==> config.mk <==
export PLATFORM = sky130hd
export DESIGN_NAME = sds_sequencer
export DESIGN_NICKNAME = d
export VERILOG_FILES = /design/src/rtl/sds_pkg.sv /design/src/rtl/sds_slot_timer.sv /design/src/rtl/sds_lane.sv /design/src/rtl/sds_sequencer.sv
export SDC_FILE = /design/constraint.sdc
export NUM_CORES = 1
export LEC_CHECK = 0
export ABC_AREA = 1
export BUFFER_PORTS_ARGS = -buffer_cell sky130_fd_sc_hd__buf_4
export CORE_MARGIN = 2
export CORE_UTILIZATION = 51
export DETAILED_ROUTE_END_ITERATION = 8
export GPL_ROUTABILITY_DRIVEN = 0
export GPL_TIMING_DRIVEN = 1
export PLACE_DENSITY = 0.81
export SLEW_MARGIN = 40
export SYNTH_ARGS = -nofsm -noshare
export SYNTH_HDL_FRONTEND = slang
export SYNTH_SLANG_ARGS = --single-unit
==> constraint.sdc <==
create_clock -name clk -period 4.51 [get_ports clk]
set_input_delay 0.902 -clock clk [delete_from_list [all_inputs] [get_ports clk]]
set_output_delay 0.902 -clock clk [all_outputs]
set_load 0.005 [all_outputs]
==> src/rtl/sds_pkg.sv <==
package sds_pkg;
  localparam int unsigned SDS_CHANNELS = 2;
  localparam int unsigned SDS_COARSE_W = 9;
  localparam int unsigned SDS_PWM_W    = 3;
  localparam int unsigned SDS_TRIM_W   = 6;
endpackage

==> src/rtl/sds_slot_timer.sv <==
module sds_slot_timer #(
  parameter int unsigned PWM_W = sds_pkg::SDS_PWM_W
) (
  input  logic             clk,
  input  logic             rst,
  output logic             wrap_o,
  output logic [PWM_W-1:0] slot_nxt_o,
  output logic             frame_o
);
  localparam logic [PWM_W-1:0] LAST_SLOT = {PWM_W{1'b1}};

  logic [PWM_W-1:0] slot_q;

  assign wrap_o     = (slot_q == LAST_SLOT);
  assign slot_nxt_o = slot_q + 1'b1;

  always_ff @(posedge clk) begin
    if (rst) begin
      slot_q  <= '0;
      frame_o <= 1'b1;
    end else begin
      slot_q  <= slot_nxt_o;
      frame_o <= (slot_nxt_o == '0);
    end
  end
endmodule

==> src/rtl/sds_lane.sv <==
module sds_lane #(
  parameter int unsigned COARSE_W = sds_pkg::SDS_COARSE_W,
  parameter int unsigned PWM_W    = sds_pkg::SDS_PWM_W,
  parameter int unsigned TRIM_W   = sds_pkg::SDS_TRIM_W,
  localparam int unsigned DATA_W  = COARSE_W + PWM_W + TRIM_W
) (
  input  logic                clk,
  input  logic                rst,
  input  logic                load_i,
  input  logic [PWM_W-1:0]    slot_nxt_i,
  input  logic [DATA_W-1:0]   sample_i,
  output logic [COARSE_W-1:0] tap_o,
  output logic                pwm_hi_o,
  output logic [TRIM_W-1:0]   trim_top_o,
  output logic [TRIM_W-1:0]   trim_bot_o
);
  localparam logic [DATA_W-1:0] MID_CODE = {1'b1, {(DATA_W-1){1'b0}}};
  localparam logic [TRIM_W-1:0] TRIM_MAX = {TRIM_W{1'b1}};

  logic [DATA_W-1:0] code_q;
  logic [DATA_W-1:0] code_d;
  logic [DATA_W-1:0] offset_code;

  assign offset_code = {~sample_i[DATA_W-1], sample_i[DATA_W-2:0]};
  assign code_d      = load_i ? offset_code : code_q;

  always_ff @(posedge clk) begin
    if (rst) begin
      code_q     <= MID_CODE;
      tap_o      <= MID_CODE[DATA_W-1 -: COARSE_W];
      pwm_hi_o   <= 1'b0;
      trim_bot_o <= '0;
      trim_top_o <= TRIM_MAX;
    end else begin
      code_q     <= code_d;
      tap_o      <= code_d[DATA_W-1 -: COARSE_W];
      pwm_hi_o   <= (slot_nxt_i < code_d[TRIM_W +: PWM_W]);
      trim_bot_o <= code_d[TRIM_W-1:0];
      trim_top_o <= TRIM_MAX - code_d[TRIM_W-1:0];
    end
  end
endmodule

==> src/rtl/sds_sequencer.sv <==
module sds_sequencer #(
  parameter int unsigned CHANNELS = sds_pkg::SDS_CHANNELS,
  parameter int unsigned COARSE_W = sds_pkg::SDS_COARSE_W,
  parameter int unsigned PWM_W    = sds_pkg::SDS_PWM_W,
  parameter int unsigned TRIM_W   = sds_pkg::SDS_TRIM_W,
  localparam int unsigned DATA_W  = COARSE_W + PWM_W + TRIM_W
) (
  input  logic                         clk,
  input  logic                         rst,
  input  logic [CHANNELS*DATA_W-1:0]   sample_i,
  output logic [CHANNELS*COARSE_W-1:0] tap_o,
  output logic [CHANNELS-1:0]          pwm_hi_o,
  output logic [CHANNELS*TRIM_W-1:0]   trim_top_o,
  output logic [CHANNELS*TRIM_W-1:0]   trim_bot_o,
  output logic                         frame_o
);
  logic             wrap;
  logic [PWM_W-1:0] slot_nxt;

  sds_slot_timer #(.PWM_W(PWM_W)) u_timer (
    .clk        (clk),
    .rst        (rst),
    .wrap_o     (wrap),
    .slot_nxt_o (slot_nxt),
    .frame_o    (frame_o)
  );

  for (genvar c = 0; c < CHANNELS; c++) begin : g_lane
    sds_lane #(
      .COARSE_W (COARSE_W),
      .PWM_W    (PWM_W),
      .TRIM_W   (TRIM_W)
    ) u_lane (
      .clk        (clk),
      .rst        (rst),
      .load_i     (wrap),
      .slot_nxt_i (slot_nxt),
      .sample_i   (sample_i[c*DATA_W +: DATA_W]),
      .tap_o      (tap_o[c*COARSE_W +: COARSE_W]),
      .pwm_hi_o   (pwm_hi_o[c]),
      .trim_top_o (trim_top_o[c*TRIM_W +: TRIM_W]),
      .trim_bot_o (trim_bot_o[c*TRIM_W +: TRIM_W])
    );
  end
endmodule

==> impl_results.md, run 1 <==
* Global-route wire length before repair at 6170 um
* Diodes inserted at 0
* Initial Util at 52.9%
* Power share of the clock group at 35.6%
* Switching power at between 0.15 and 0.2 mW
* Initial DRC Count at 90
* Vias per inst at 4.65
* Post-DRT Antenna Nets at 0
* Routed wire length per instance at 11.3 um
* Reg2reg start: u_timer.slot_q[0]
* Post-layout util at between 60 and 70%
* Rows at 23
* Fin crit period at 2070 ps
* Worst EP required at 4740 ps
* Least-Margin Pin Slew at roughly 710 ps
* Cells after synthesis at 249
* Clock-pin slew on the worst setup and hold paths at 90 ps
* Leakage at 1.35 nW
* Synth Net Count at 293
* Height of the die at 68.4 um
* Startpoint Class: flip-flop
* Design area at between 2000 and 3000 um^2
* GR Util All Layers at 17.8%
* Total power draw at 0.868 mW
* Root Driver: clkbuf_8
* Num CTS Buffers at 5
* Placed Area at 2480 um^2
* Fillers at 340
* Peak VDD IR at approximately 0.18 mV
* Antenna violations before repair at 0
* Synth area leader: dfxtp_1
* Post-synth top cells: nor2_1 (67), dfxtp_1 (54), buf_4 (34), inv_1 (20), o21ai_0 (18)
* Worst EP arrival at 2300 ps
* CTS tree: yes
* Vias at 1615
* Tcrit/Tclk final at 45.9%
* Area Overhead vs Synth at 22.4%
* Top cell by count, worst path: ha_1
* CTS resizes at 0
* Synth warn at 0
* Layout cells sized above 1 at roughly a third
* Worst R2R End: g_lane[0].u_lane.pwm_hi_o
* Kind of end point of the critical path: flip-flop
* Drt total wl at around 3900 um
* Fmax at approximately 0.48 GHz
* R2R cell count at 8
* Worst setup path category: flip-flop to flip-flop
* Share of the synthesized area in the top cell type at 51.1%
* Final hold viol count at 0
* Post-CTS setup buffers at 0
* IO buf count at 82
* Setup TNS at 0 ps
* Sw Share at between 20% and 30%
* CP max FO at 39
* Grt ovf at 0
* Max clock buf depth at 2
* Setup crit end: g_lane[0].u_lane.pwm_hi_o
* Vias in the first global route at 1453
* Sequential power share at a little under three fifths
* Worst slew margin at 52.7%
* P_int at between 0.6 and 0.7 mW
* DRC viols at 0
* Fin. max-slew vios at 0
* Hold-fix buffers, CTS at 0
* Cell with the most instances after synthesis: nor2_1
* DP HPWL at 2840 um
* Number of H-tree branching levels at 2
* Chip width at 68.4 um
* Core ar. at 4000 um^2
* DR pass1 iterations at 4
* Final nets at 340
* Synth cell types at 17
* Endpoints failing setup at 0
* Ranking of synthesized cells by area: dfxtp_1 (51%), buf_4 (12%), nor2_1 (12%), o21ai_0 (4.3%), o21ai_2 (3.7%)
* Synth Cell Area at 2120 um^2
* Sinks on the clock net at 54
* Status: finished clean
* Largest net degree at the start of global routing at 40
* Worst R2R Setup Slack at 2440 ps
* Ys flop type: dfxtp_1
* Async SR Flop Fraction at 0%
* Mean Syn Cell Area at 8.50 um^2
* Unrepaired setup endpoints after global routing: false
* I/O pin count at just over 80
* CP Cell Sequence: ha_1 > ha_1 > inv_2 > o21ai_2 > ha_1 > nand2_1 > inv_1 > a21oi_1
* Synth Register Bits at 54
* CP startpoint: u_timer.slot_q[0]
* MaxCap Viol Count at 0
* Register area share after synthesis at 51.1%
* Die area at about 4700 um^2
* Gate power share at 8.1%
* Power Dens Cells at 335 nW/um^2
* Hold Crit Class: flip-flop to flip-flop
* Crit-path max cell delay at ~530 ps
* Clk_lat worst skew at 300 ps
* Clock skew at 3.22 ps
* Post-synth EDFFs at 0
* CP max-delay cell: inv_2
==> cells in the final DEF (no fill, tap or decap) <==
cell,count
ha_1,6
dfxtp_1,54
o21ai_0,18
clkbuf_1,2
buf_4,83
o21ai_1,7
a21oi_1,4
o21ai_2,9
nand2_1,13
nor2_1,67
clkbuf_8,5
inv_2,2
bufinv_16,1
nand3_1,2
or2_2,4
inv_1,20
==> cell families after synthesis <==
group	synth area share [%]
DFF	51.1
buffers and inverters	18.9
and+or+nand+nor	15.8
adders and majority gates	3.55
AOI/OAI and AO/OA	10.6
==> how the worst min path moves through the flow <==
stage,startpoint,to,slack [ps],cells past startpoint
2_1_floorplan,u_timer.slot_q[0],u_timer.slot_q[0],430,1
3_3_place_gp,u_timer.slot_q[0],u_timer.slot_q[0],450,1
3_5_place_dp,u_timer.slot_q[0],u_timer.slot_q[0],460,1
4_1_cts,u_timer.slot_q[0],u_timer.slot_q[0],480,1
5_1_grt,u_timer.slot_q[0],u_timer.slot_q[0],520,1
6_report,u_timer.slot_q[0],u_timer.slot_q[0],480,1
==> final cells by class <==
cell class / count / area, um^2 / area share, %
inverter: 22 / 82.6 / 3.19
timing repair buffer: 83 / 623 / 24.1
sequential: 54 / 1080 / 41.7
tap: 50 / 62.6 / 2.42
multi-input combinational: 130 / 634 / 24.5
clock buffer: 7 / 76.3 / 2.95
clock inverter: 1 / 30.0 / 1.16
==> power by group through the flow <==
| stage | registers, mW | logic (mW) | clock network, mW |
|---|---|---|---|
| finish | 0.489 | 0.0699 | 0.309 |
| global route | 0.490 | 0.0789 | 0.338 |
| CTS | 0.489 | 0.0709 | 0.318 |
| detailed placement | 0.501 | 0.0706 | 0 |
| global placement | 0.501 | 0.0682 | 0 |
| floorplan | 0.499 | 0.0362 | 0 |
==> layer usage <==
metal / vias up / track usage (%) / wire [um]
li1: 830 / - / -
met1: 730 / 20.8 / 1630
met2: 49 / 30.2 / 1940
met3: 6 / 5.43 / 288
met4: 0 / 7.00 / 61
met5: - / 0 / 0
==> state kept, by name (all words and copies together) (netlist names) <==
signal,flops
g_lane.u_lane.code_q,36
g_lane.u_lane.trim_top_o,12
u_timer.slot_q,3
g_lane.u_lane.pwm_hi_o,2
u_timer.frame_o,1
==> critical path: cells and delay by family, from the launching register on <==
kind | cells | cell delay [ps]
AO/OA/AOI/OAI | 2 | 250
flip-flops | 1 | 350
AND/OR/NAND/NOR | 1 | 70
buffers and inverters | 2 | 580
adder cells (fa/ha/maj) | 3 | 750
==> through the flow <==
step | hold slack (ps) | worst slack (ps) | instances
5_1_grt | 519 | 2250 | 347
2_1_floorplan | 430 | 2870 | 249
3_5_place_dp | 464 | 2450 | 339
3_3_place_gp | 447 | 2540 | 339
4_1_cts | 484 | 2420 | 347
6_report | 482 | 2440 | 347
Power figures use the tool's default switching activity.
==> inputs of run 2 (changes only) <==
- CORE_UTILIZATION: 51 -> 43
- PLACE_DENSITY: 0.81 -> 0.73
- clock period: 4.51 -> 1.8 ns (I/O delays scaled with it)
==> impl_results.md, run 2 (same netlist as run 1, synthesis figures left out) <==
* Setup TNS at 0 ps (unchanged)
* Startpoint Class: flip-flop
* Max clock buf depth at 2 (unchanged)
* Largest net degree at the start of global routing at 31 (-23%)
* Fin crit period at 1680 ps (-389 ps)
* Vias in the first global route at 1417 (-2.5%)
* DRC viols at 0 (unchanged)
* Hold Crit Class: primary input to flip-flop
* Initial Util at 44.8% (-8.1 points)
* Peak VDD IR at 0.614 mV (+250%)
* R2R cell count at 8 (unchanged)
* Grt ovf at 0 (unchanged)
* Endpoints failing setup at 0 (unchanged)
* I/O pin count at 83 (unchanged)
* Die area at 5500 um^2 (+17%)
* Global-route wire length before repair at 6250 um (+1.3%)
* Unrepaired setup endpoints after global routing: false
* Post-CTS setup buffers at 0 (unchanged)
* Clk_lat worst skew at 290 ps (about the same)
* WHS at 231 ps (-251 ps)
* DP HPWL at 2900 um (+1.9%)
* Number of H-tree branching levels at 2 (unchanged)
* Rows at 25 (+8.7%)
* DR pass1 iterations at 4 (unchanged)
* Fmax at 0.595 GHz (+23%)
* Commonest cells after routing, fill and taps aside: buf_4 (87), nor2_1 (67), dfxtp_1 (54)
* Post-layout util at 55.8% (-9.0 points)
* Hold-fix buffers, CTS at 0 (unchanged)
* Post-DRT Antenna Nets at 0 (unchanged)
* Least-Margin Pin Slew at 303 ps (-406 ps)
* Final nets at 344 (+1.2%)
* Drt total wl at 3980 um (+1.6%)
* Fin. max-slew vios at 0 (unchanged)
* Diodes inserted at 0 (unchanged)
* Worst setup path category: flip-flop to flip-flop
* IO buf count at 82 (unchanged)
* Root Driver: clkbuf_8
* Sinks on the clock net at 54 (unchanged)
* Routed wire length per instance at 10.8 um (-4.2%)
* Hold depth at 2 (+1)
* Leakage at 1.36 nW (+0.66%)
* Initial DRC Count at 50 (-44%)
* Kind of end point of the critical path: flip-flop
* CTS tree: yes
* Worst EP arrival at 1900 ps (-400 ps)
* Worst EP required at 2020 ps (-2720 ps)
* Chip width at 74.1 um (+8.4%)
* Top reg by flops: g_lane.u_lane.code_q
* Vias per inst at 4.37 (-6.1%)
* Final hold viol count at 0 (unchanged)
* Core ar. at 4720 um^2 (+18%)
* Status: finished clean
* MaxCap Viol Count at 0 (unchanged)
* GR Util All Layers at 14.9% (-2.8 points)
* Clock skew at 6.13 ps (+2.91 ps)
* Power Dens Cells at 776 nW/um^2 (+130%)
* Num CTS Buffers at 5 (unchanged)
* Layout cells sized above 1 at 36.5% (+1.5 points)
* Height of the die at 74.1 um (+8.4%)
* Worst slew margin at 79.8% (+27 points)
* Clock-pin slew on the worst setup and hold paths at 90 ps (about the same)
* Tcrit/Tclk final at 93.3% (+47 points)
* Area Overhead vs Synth at 24.5%
* Max reg flops at 36 (unchanged)
* CP max FO at 9 (-77%)
* Biggest regs: g_lane.u_lane.code_q (36), g_lane.u_lane.trim_top_o (12), u_timer.slot_q (3)
* Antenna violations before repair at 0 (unchanged)
* Vias at 1608 (-0.43%)
* Most common cell after layout, fill and taps aside: buf_4
-- run 2: power by group --
group          switching [mW]  total, mW  internal (mW)
clock network           0.363      0.638          0.275
logic                  0.0774      0.181          0.104
registers             0.00901       1.23           1.22
total                   0.450       2.04           1.60
-- run 2: worst max-delay path, stage by stage, from the launching register on --
cell and delay (ps):
dfxtp_1 320, ha_1 220, ha_4 200, or2_2 300
o21ai_2 70, ha_1 260, nand2_1 70, inv_1 40
a21oi_1 130
-- run 2: layer usage --
layer  vias to the layer above  track usage, %  part of all wire, %  routed length [um]
met3                         2            4.07                  5.9                 234
met2                        49            26.7                   51                2050
li1                        836               -                    -                   -
met5                         -               0                    0                   0
met4                         0            6.06                  1.0                  41
met1                       721            16.8                   42                1660
-- run 2: layout make-up --
cell class | instances | area (um^2)
Tap cell | 67 | 83.8
Timing Repair Buffer | 87 | 653
Inverter | 22 | 82.6
Clock buffer | 6 | 72.6
Multi-Input combinational cell | 130 | 647
Sequential cell | 54 | 1080
Clock inverter | 2 | 13.8
Fill cell | 458 | 2090
-- run 2: per-stage QoR --
stage | instances | worst slack [ps] | cell area, um^2 | total power, mW
2_1_floorplan | 249 | 160 | 2120 | 1.34
3_3_place_gp | 360 | 99.8 | 2530 | 1.43
3_5_place_dp | 360 | 29.4 | 2530 | 1.43
4_1_cts | 368 | 9.78 | 2620 | 2.08
5_1_grt | 368 | 7.50 | 2630 | 2.16
6_report | 368 | 120 | 2630 | 2.04
-- run 2: repair_timing --
action	CTS	global route
setup endpoints to repair	0	2
hold endpoints to repair	0	0
resized for setup	0	2
-- run 2: path summary, 6_finish.rpt --
check,from,end,slack [ps]
setup / recovery,u_timer.slot_q[0],g_lane[0].u_lane.pwm_hi_o,120
hold / removal,sample_i[18],g_lane[1].u_lane.trim_top_o[0],230
setup reg to reg,u_timer.slot_q[0],g_lane[0].u_lane.pwm_hi_o,120
hold reg to reg,g_lane[0].u_lane.code_q[17],g_lane[0].u_lane.code_q[17],480
